$ cat src/rtl/pit_host_pkg.sv
package pit_host_pkg;
  localparam int NUM_CH = 3;
  localparam int BYTE_W = 8;
  localparam int CNT_W  = 2 * BYTE_W;
  localparam int ADDR_W = 2;

  typedef enum logic [1:0] {
    ACC_LATCH = 2'd0,
    ACC_LO    = 2'd1,
    ACC_HI    = 2'd2,
    ACC_WORD  = 2'd3
  } acc_e;

  typedef struct packed {
    logic [1:0] chan;
    acc_e       acc;
    logic [2:0] mode;
    logic       bcd;
  } ctrl_word_t;

  function automatic logic [BYTE_W-1:0] status_byte(input logic out_lvl, input logic [1:0] acc,
                                                    input logic [2:0] mode, input logic bcd);
    return {out_lvl, 1'b0, acc, mode, bcd};
  endfunction

  function automatic logic [BYTE_W-1:0] pick_byte(input logic [CNT_W-1:0] cnt, input logic hi);
    return hi ? cnt[CNT_W-1:BYTE_W] : cnt[BYTE_W-1:0];
  endfunction
endpackage

$ cat src/rtl/pit_cmd_decode.sv
module pit_cmd_decode
  import pit_host_pkg::*;
(
  input  logic                  wr_en,
  input  logic                  rd_en,
  input  logic [ADDR_W-1:0]     addr,
  input  logic [BYTE_W-1:0]     wdata,
  output logic [NUM_CH-1:0]     cfg_we,
  output acc_e                  cfg_acc,
  output logic [2:0]            cfg_mode,
  output logic                  cfg_bcd,
  output logic [NUM_CH-1:0]     latch_req,
  output logic [NUM_CH-1:0]     stat_req,
  output logic [NUM_CH-1:0]     data_we,
  output logic [NUM_CH-1:0]     data_re
);
  localparam logic [ADDR_W-1:0] CTRL_ADDR = ADDR_W'(NUM_CH);

  ctrl_word_t cw;
  logic       ctrl_wr;
  logic       is_rb;

  assign cw       = ctrl_word_t'(wdata);
  assign ctrl_wr  = wr_en && (addr == CTRL_ADDR);
  assign is_rb    = (cw.chan == 2'd3);
  assign cfg_acc  = cw.acc;
  assign cfg_mode = cw.mode;
  assign cfg_bcd  = cw.bcd;

  for (genvar c = 0; c < NUM_CH; c++) begin : g_dec
    logic sel;
    logic rb_sel;
    assign sel          = !is_rb && (cw.chan == 2'(c));
    assign rb_sel       = is_rb && wdata[c+1];
    assign cfg_we[c]    = ctrl_wr && sel && (cw.acc != ACC_LATCH);
    assign latch_req[c] = ctrl_wr && ((sel && cw.acc == ACC_LATCH) || (rb_sel && !wdata[5]));
    assign stat_req[c]  = ctrl_wr && rb_sel && !wdata[4];
    assign data_we[c]   = wr_en && (addr == ADDR_W'(c));
    assign data_re[c]   = rd_en && (addr == ADDR_W'(c));
  end
endmodule

$ cat src/rtl/pit_chan_regs.sv
module pit_chan_regs
  import pit_host_pkg::*;
(
  input  logic              clk,
  input  logic              rst_n,
  input  logic              cfg_we,
  input  acc_e              cfg_acc,
  input  logic [2:0]        cfg_mode,
  input  logic              cfg_bcd,
  input  logic              latch_req,
  input  logic              stat_req,
  input  logic              data_we,
  input  logic              data_re,
  input  logic [BYTE_W-1:0] wdata,
  input  logic [CNT_W-1:0]  live_count,
  input  logic              out_level,
  output logic [BYTE_W-1:0] rd_byte,
  output logic              load_fire,
  output logic [CNT_W-1:0]  load_val,
  output logic              lat_busy,
  output logic              stat_pend,
  output logic [CNT_W-1:0]  lat_cnt
);
  acc_e              acc;
  logic [2:0]        mode;
  logic              bcd;
  logic              wr_tog;
  logic              rd_tog;
  logic [BYTE_W-1:0] hold;
  logic [1:0]        lat_st;
  logic [BYTE_W-1:0] stat_q;

  assign lat_busy = (lat_st != 2'd0);

  always_ff @(posedge clk) begin
    if (!rst_n) begin
      acc       <= ACC_LATCH;
      mode      <= '0;
      bcd       <= 1'b0;
      wr_tog    <= 1'b0;
      rd_tog    <= 1'b0;
      hold      <= '0;
      lat_st    <= '0;
      lat_cnt   <= '0;
      stat_pend <= 1'b0;
      stat_q    <= '0;
    end else begin
      if (data_we && acc == ACC_WORD) begin
        if (!wr_tog) hold <= wdata;
        wr_tog <= !wr_tog;
      end
      if (latch_req && !lat_busy) begin
        lat_cnt <= live_count;
        lat_st  <= acc;
      end
      if (stat_req && !stat_pend) begin
        stat_pend <= 1'b1;
        stat_q    <= status_byte(out_level, acc, mode, bcd);
      end
      if (data_re) begin
        if (stat_pend) stat_pend <= 1'b0;
        else if (lat_busy) lat_st <= (lat_st == ACC_WORD) ? 2'(ACC_HI) : 2'd0;
        else if (acc == ACC_WORD) rd_tog <= !rd_tog;
      end
      if (cfg_we) begin
        acc    <= cfg_acc;
        mode   <= cfg_mode;
        bcd    <= cfg_bcd;
        wr_tog <= 1'b0;
        rd_tog <= 1'b0;
      end
    end
  end

  always_comb begin
    if (stat_pend)              rd_byte = stat_q;
    else if (lat_st == ACC_HI)  rd_byte = pick_byte(lat_cnt, 1'b1);
    else if (lat_busy)          rd_byte = pick_byte(lat_cnt, 1'b0);
    else rd_byte = pick_byte(live_count, (acc == ACC_HI) || (acc == ACC_WORD && rd_tog));
  end

  assign load_fire = data_we && (acc != ACC_WORD || wr_tog);

  always_comb begin
    case (acc)
      ACC_HI:   load_val = {wdata, {BYTE_W{1'b0}}};
      ACC_WORD: load_val = {wdata, hold};
      default:  load_val = {{BYTE_W{1'b0}}, wdata};
    endcase
  end
endmodule

$ cat src/rtl/pit_host_if.sv
module pit_host_if
  import pit_host_pkg::*;
(
  input  logic                    clk,
  input  logic                    rst_n,
  input  logic                    wr_en,
  input  logic                    rd_en,
  input  logic [1:0]              addr,
  input  logic [7:0]              wdata,
  output logic [7:0]              rdata,
  input  logic [47:0]             live_count,
  input  logic [2:0]              out_level,
  output logic [2:0]              load_strobe,
  output logic [15:0]             load_value
);
  logic [NUM_CH-1:0]             cfg_we;
  acc_e                          cfg_acc;
  logic [2:0]                    cfg_mode;
  logic                          cfg_bcd;
  logic [NUM_CH-1:0]             latch_req;
  logic [NUM_CH-1:0]             stat_req;
  logic [NUM_CH-1:0]             data_we;
  logic [NUM_CH-1:0]             data_re;
  logic [NUM_CH-1:0][BYTE_W-1:0] rd_byte;
  logic [NUM_CH-1:0]             load_fire;
  logic [NUM_CH-1:0][CNT_W-1:0]  load_val;
  logic [NUM_CH-1:0]             lat_busy;
  logic [NUM_CH-1:0]             stat_pend;
  logic [NUM_CH-1:0][CNT_W-1:0]  lat_cnt;

  pit_cmd_decode u_dec (
    .wr_en, .rd_en, .addr, .wdata,
    .cfg_we, .cfg_acc, .cfg_mode, .cfg_bcd,
    .latch_req, .stat_req, .data_we, .data_re
  );

  for (genvar c = 0; c < NUM_CH; c++) begin : g_ch
    pit_chan_regs u_ch (
      .clk, .rst_n,
      .cfg_we     (cfg_we[c]),
      .cfg_acc,
      .cfg_mode,
      .cfg_bcd,
      .latch_req  (latch_req[c]),
      .stat_req   (stat_req[c]),
      .data_we    (data_we[c]),
      .data_re    (data_re[c]),
      .wdata,
      .live_count (live_count[c*CNT_W +: CNT_W]),
      .out_level  (out_level[c]),
      .rd_byte    (rd_byte[c]),
      .load_fire  (load_fire[c]),
      .load_val   (load_val[c]),
      .lat_busy   (lat_busy[c]),
      .stat_pend  (stat_pend[c]),
      .lat_cnt    (lat_cnt[c])
    );
  end

  logic [CNT_W-1:0] load_mux;
  always_comb begin
    load_mux = '0;
    for (int c = 0; c < NUM_CH; c++)
      if (load_fire[c]) load_mux = load_val[c];
  end

  always_ff @(posedge clk) begin
    if (!rst_n) begin
      rdata       <= '0;
      load_strobe <= '0;
      load_value  <= '0;
    end else begin
      load_strobe <= load_fire;
      if (load_fire != '0) load_value <= load_mux;
      if (rd_en) rdata <= (addr == 2'd3) ? 8'h00 : rd_byte[addr];
    end
  end
endmodule

$ cat config.mk
export PLATFORM = sky130hd
export DESIGN_NAME = pit_host_if
export DESIGN_NICKNAME = d
export VERILOG_FILES = /design/src/rtl/pit_host_pkg.sv /design/src/rtl/pit_cmd_decode.sv /design/src/rtl/pit_chan_regs.sv /design/src/rtl/pit_host_if.sv
export SDC_FILE = /design/constraint.sdc
export NUM_CORES = 1
export LEC_CHECK = 0
export ABC_CLOCK_PERIOD_IN_PS = 3600
export CAP_MARGIN = 30
export CORE_UTILIZATION = 65
export DETAILED_ROUTE_END_ITERATION = 7
export DONT_BUFFER_PORTS = 1
export HOLD_SLACK_MARGIN = 0.06
export PLACE_DENSITY = 0.81
export SLEW_MARGIN = 20
export SYNTH_ARGS = -nofsm -noshare
export SYNTH_HDL_FRONTEND = slang
export SYNTH_SLANG_ARGS = --single-unit
$ cat constraint.sdc
create_clock -name clk -period 3.6 [get_ports clk]
set_input_delay 0.54 -clock clk [delete_from_list [all_inputs] [get_ports clk]]
set_output_delay 0.54 -clock clk [all_outputs]
set_load 0.02 [all_outputs]
==> flow_summary.ini <==
[timing]
finClkSkew_ps = 8.63
slew_violations = 0
finalSetupViolCount = 0
whs_ps = 130
timing.fmax_mhz = 448
fin_setup_tns_ps = 0
slew_headroom_pct = 46.7
hold_violations = 0
fin_crit_sh_pct = 61.9
worstMarginPinSlew_ps = 795
rsz0062_at_grt = false
min_period_ps = 2230

[placed_design]
dpl-instance-area_um2 = 7200
place_inst = 916
gp_congestion = 0.890
port_buffers = 0
dpl.hpwl_um = 13100

[die]
fp.dieW_um = 107
dieArea_um2 = 11500
core.rowCount = 38
die_h_um = 107
placeableCoreArea_um2 = 10800
start_util_pct = 66.5
ioPinCount = 92

[status]
status = finished, final reports clean

[route]
vias = 6188
met3WireLength_um = 1650
dr.pass1.iters = 6
antenna_left = 0
drt_iter0_markers = 537
wl_met2_um = 9110
wl_met1_um = 7750
detail_route.wl_per_cell_um = 20.4
drc = 0
via_per_inst = 6.54
drt-total-wl_um = 19300
top_layer_used = met4

[global_route]
grt_max_degree = 74
grt_usage_pct = 34.8
overflow = 0
grt_pass1_wl_um = 30500
antenna_found_initial = 0
grt_pass1_vias = 6023

[setup_path]
critPathCaptureType = flip-flop
rr_worst_depth = 5
critical_path_required_ps = 4060
crit_type = flip-flop to flip-flop
critPathArrivalTime_ps = 2690
rr_endpoint = load_value[5]
crit_path_max_fanout = 10
r2r-start = g_ch[0].u_ch.acc[1]
worstSetupStartpointType = flip-flop
r2r_setup_slack_ps = 1370

[layout]
nets = 860
syn_to_final_growth_pct = 9.25
instances_no_fill = 946
fin_area_um2 = 7850
drive_gt1_share_pct = 7.57
layout_commonest_cell = nor2_1
antenna_cells = 0
final_cell_mix = nor2_1, dfxtp_1, mux2i_1

[clock_network]
cts_buffer_depth = 2
clkTransAtPathRegs_ps = 60
clk_latency_ps = 540
root_buffer = clkbuf_8
cts_buffers = 17
cts_hold_buf = 0
ctsResizeCount = 0
post_cts_buffers = 0
clkSinkCount = 153
cts_tree = yes
cts-htree-levels = 4

[pwr]
power.leakage_uw = 0.00271
p_per_area_nw_per_um2 = 491
vdd_drop_max_mv = 0.318

[flow_run]
maxCapViolations = 0

[worst_hold_path]
worstHoldPathCells = 1
hold_path.class = input port to flip-flop
worstHoldStart = wdata[0]
min_delay_worst_endpoint = load_value[8]

[synthesis]
syn_inst = 832
synth_warnings = 0
yosysSeqAreaShare_pct = 42.7
synth_area_um2 = 7180
syn-num-nets = 897
ys.flop_type = dfxtp_1
ys_ff_latch = 153
async_flop_share_pct = 0
synth_cell_types = 56
synth_edf_count = 0
syn-mean-instance-area_um2 = 8.63
[cell families after synthesis]
family          after synthesis  synth area share, %
mux                          99                 13.8
simple gates                322                 21.6
buf+inv                      87                 4.76
flops                       153                 42.7
xor+xnor                      3                0.366
compound gates              168                 16.8
[worst max path at each step]
stage / startpoint / end / cells past startpoint
after global placement: addr[1] / g_ch[0].u_ch.stat_q[4] / 5
after detailed placement: addr[1] / g_ch[1].u_ch.stat_q[4] / 5
after floorplan: wdata[7] / g_ch[0].u_ch.lat_cnt[10] / 8
after CTS: g_ch[0].u_ch.acc[1] / load_value[5] / 5
after global routing: g_ch[0].u_ch.acc[1] / load_value[5] / 5
final: g_ch[0].u_ch.acc[1] / load_value[5] / 5
[cells in the mapped netlist, types with 6 or more instances]
library cell,instances,area (um2)
nor2_1,157,589
dfxtp_1,153,3060
mux2i_1,99,991
clkbuf_1,55,206
a21oi_1,47,235
nand2_1,45,169
nor3_1,25,125
nor2b_1,22,138
o21ai_0,21,105
inv_1,18,67.6
nor3b_1,18,135
a221oi_1,15,131
o221ai_1,12,105
nand3_1,11,55.1
a22o_1,9,78.8
buf_2,9,45.0
nand2b_1,9,56.3
o311a_1,7,70.1
a21boi_0,6,45.0
a31oi_1,6,37.5
a32o_1,6,60.1
[sequential cells by signal, summed over array words and instances (netlist names)]
register,flops
g_ch.u_ch.stat_q,21
g_ch.u_ch.lat_st,6
g_ch.u_ch.mode,9
g_ch.u_ch.wr_tog,3
load_value,16
g_ch.u_ch.hold,24
rdata,8
g_ch.u_ch.stat_pend,3
g_ch.u_ch.lat_cnt,48
g_ch.u_ch.acc,6
g_ch.u_ch.bcd,3
load_strobe,3
g_ch.u_ch.rd_tog,3
[metrics by stage]
| step | total power, uW | worst slack [ps] | util (%) |
|---|---|---|---|
| floorplan | 1950 | 1580 | - |
| global placement | 1980 | 1450 | 66.7 |
| detailed placement | 1990 | 1380 | 66.7 |
| CTS | 3860 | 1450 | 72.6 |
| global route | 3950 | 1310 | 72.7 |
| finish | 3850 | 1370 | 72.7 |
[final cells by class]
class / instances / area, um2
multi-input combinational: 592 / 3810
sequential: 153 / 3060
fill: 789 / 2950
clock buffer: 23 / 497
tap: 140 / 175
clock inverter: 7 / 138
timing repair buffer: 12 / 90.1
inverter: 19 / 72.6
[metal layers]
| layer | up-vias | track usage [%] |
|---|---|---|
| li1 | 2887 | - |
| met1 | 2959 | 42.7 |
| met2 | 274 | 55.6 |
| met3 | 68 | 9.42 |
| met4 | 0 | 18.9 |
| met5 | - | 0 |
[power breakdown]
group	switching [uW]	internal, uW
registers	49.4	1720
clock network	668	1230
logic	110	72.8
total	828	3020
[critical path, cell delays in order (launching register included)]
cell      delay, ps
dfxtp_1         500
nand2_1         220
o211ai_1        690
a221oi_1        220
o311a_1         350
nor3_1          160
Power figures use the tool's default switching activity.
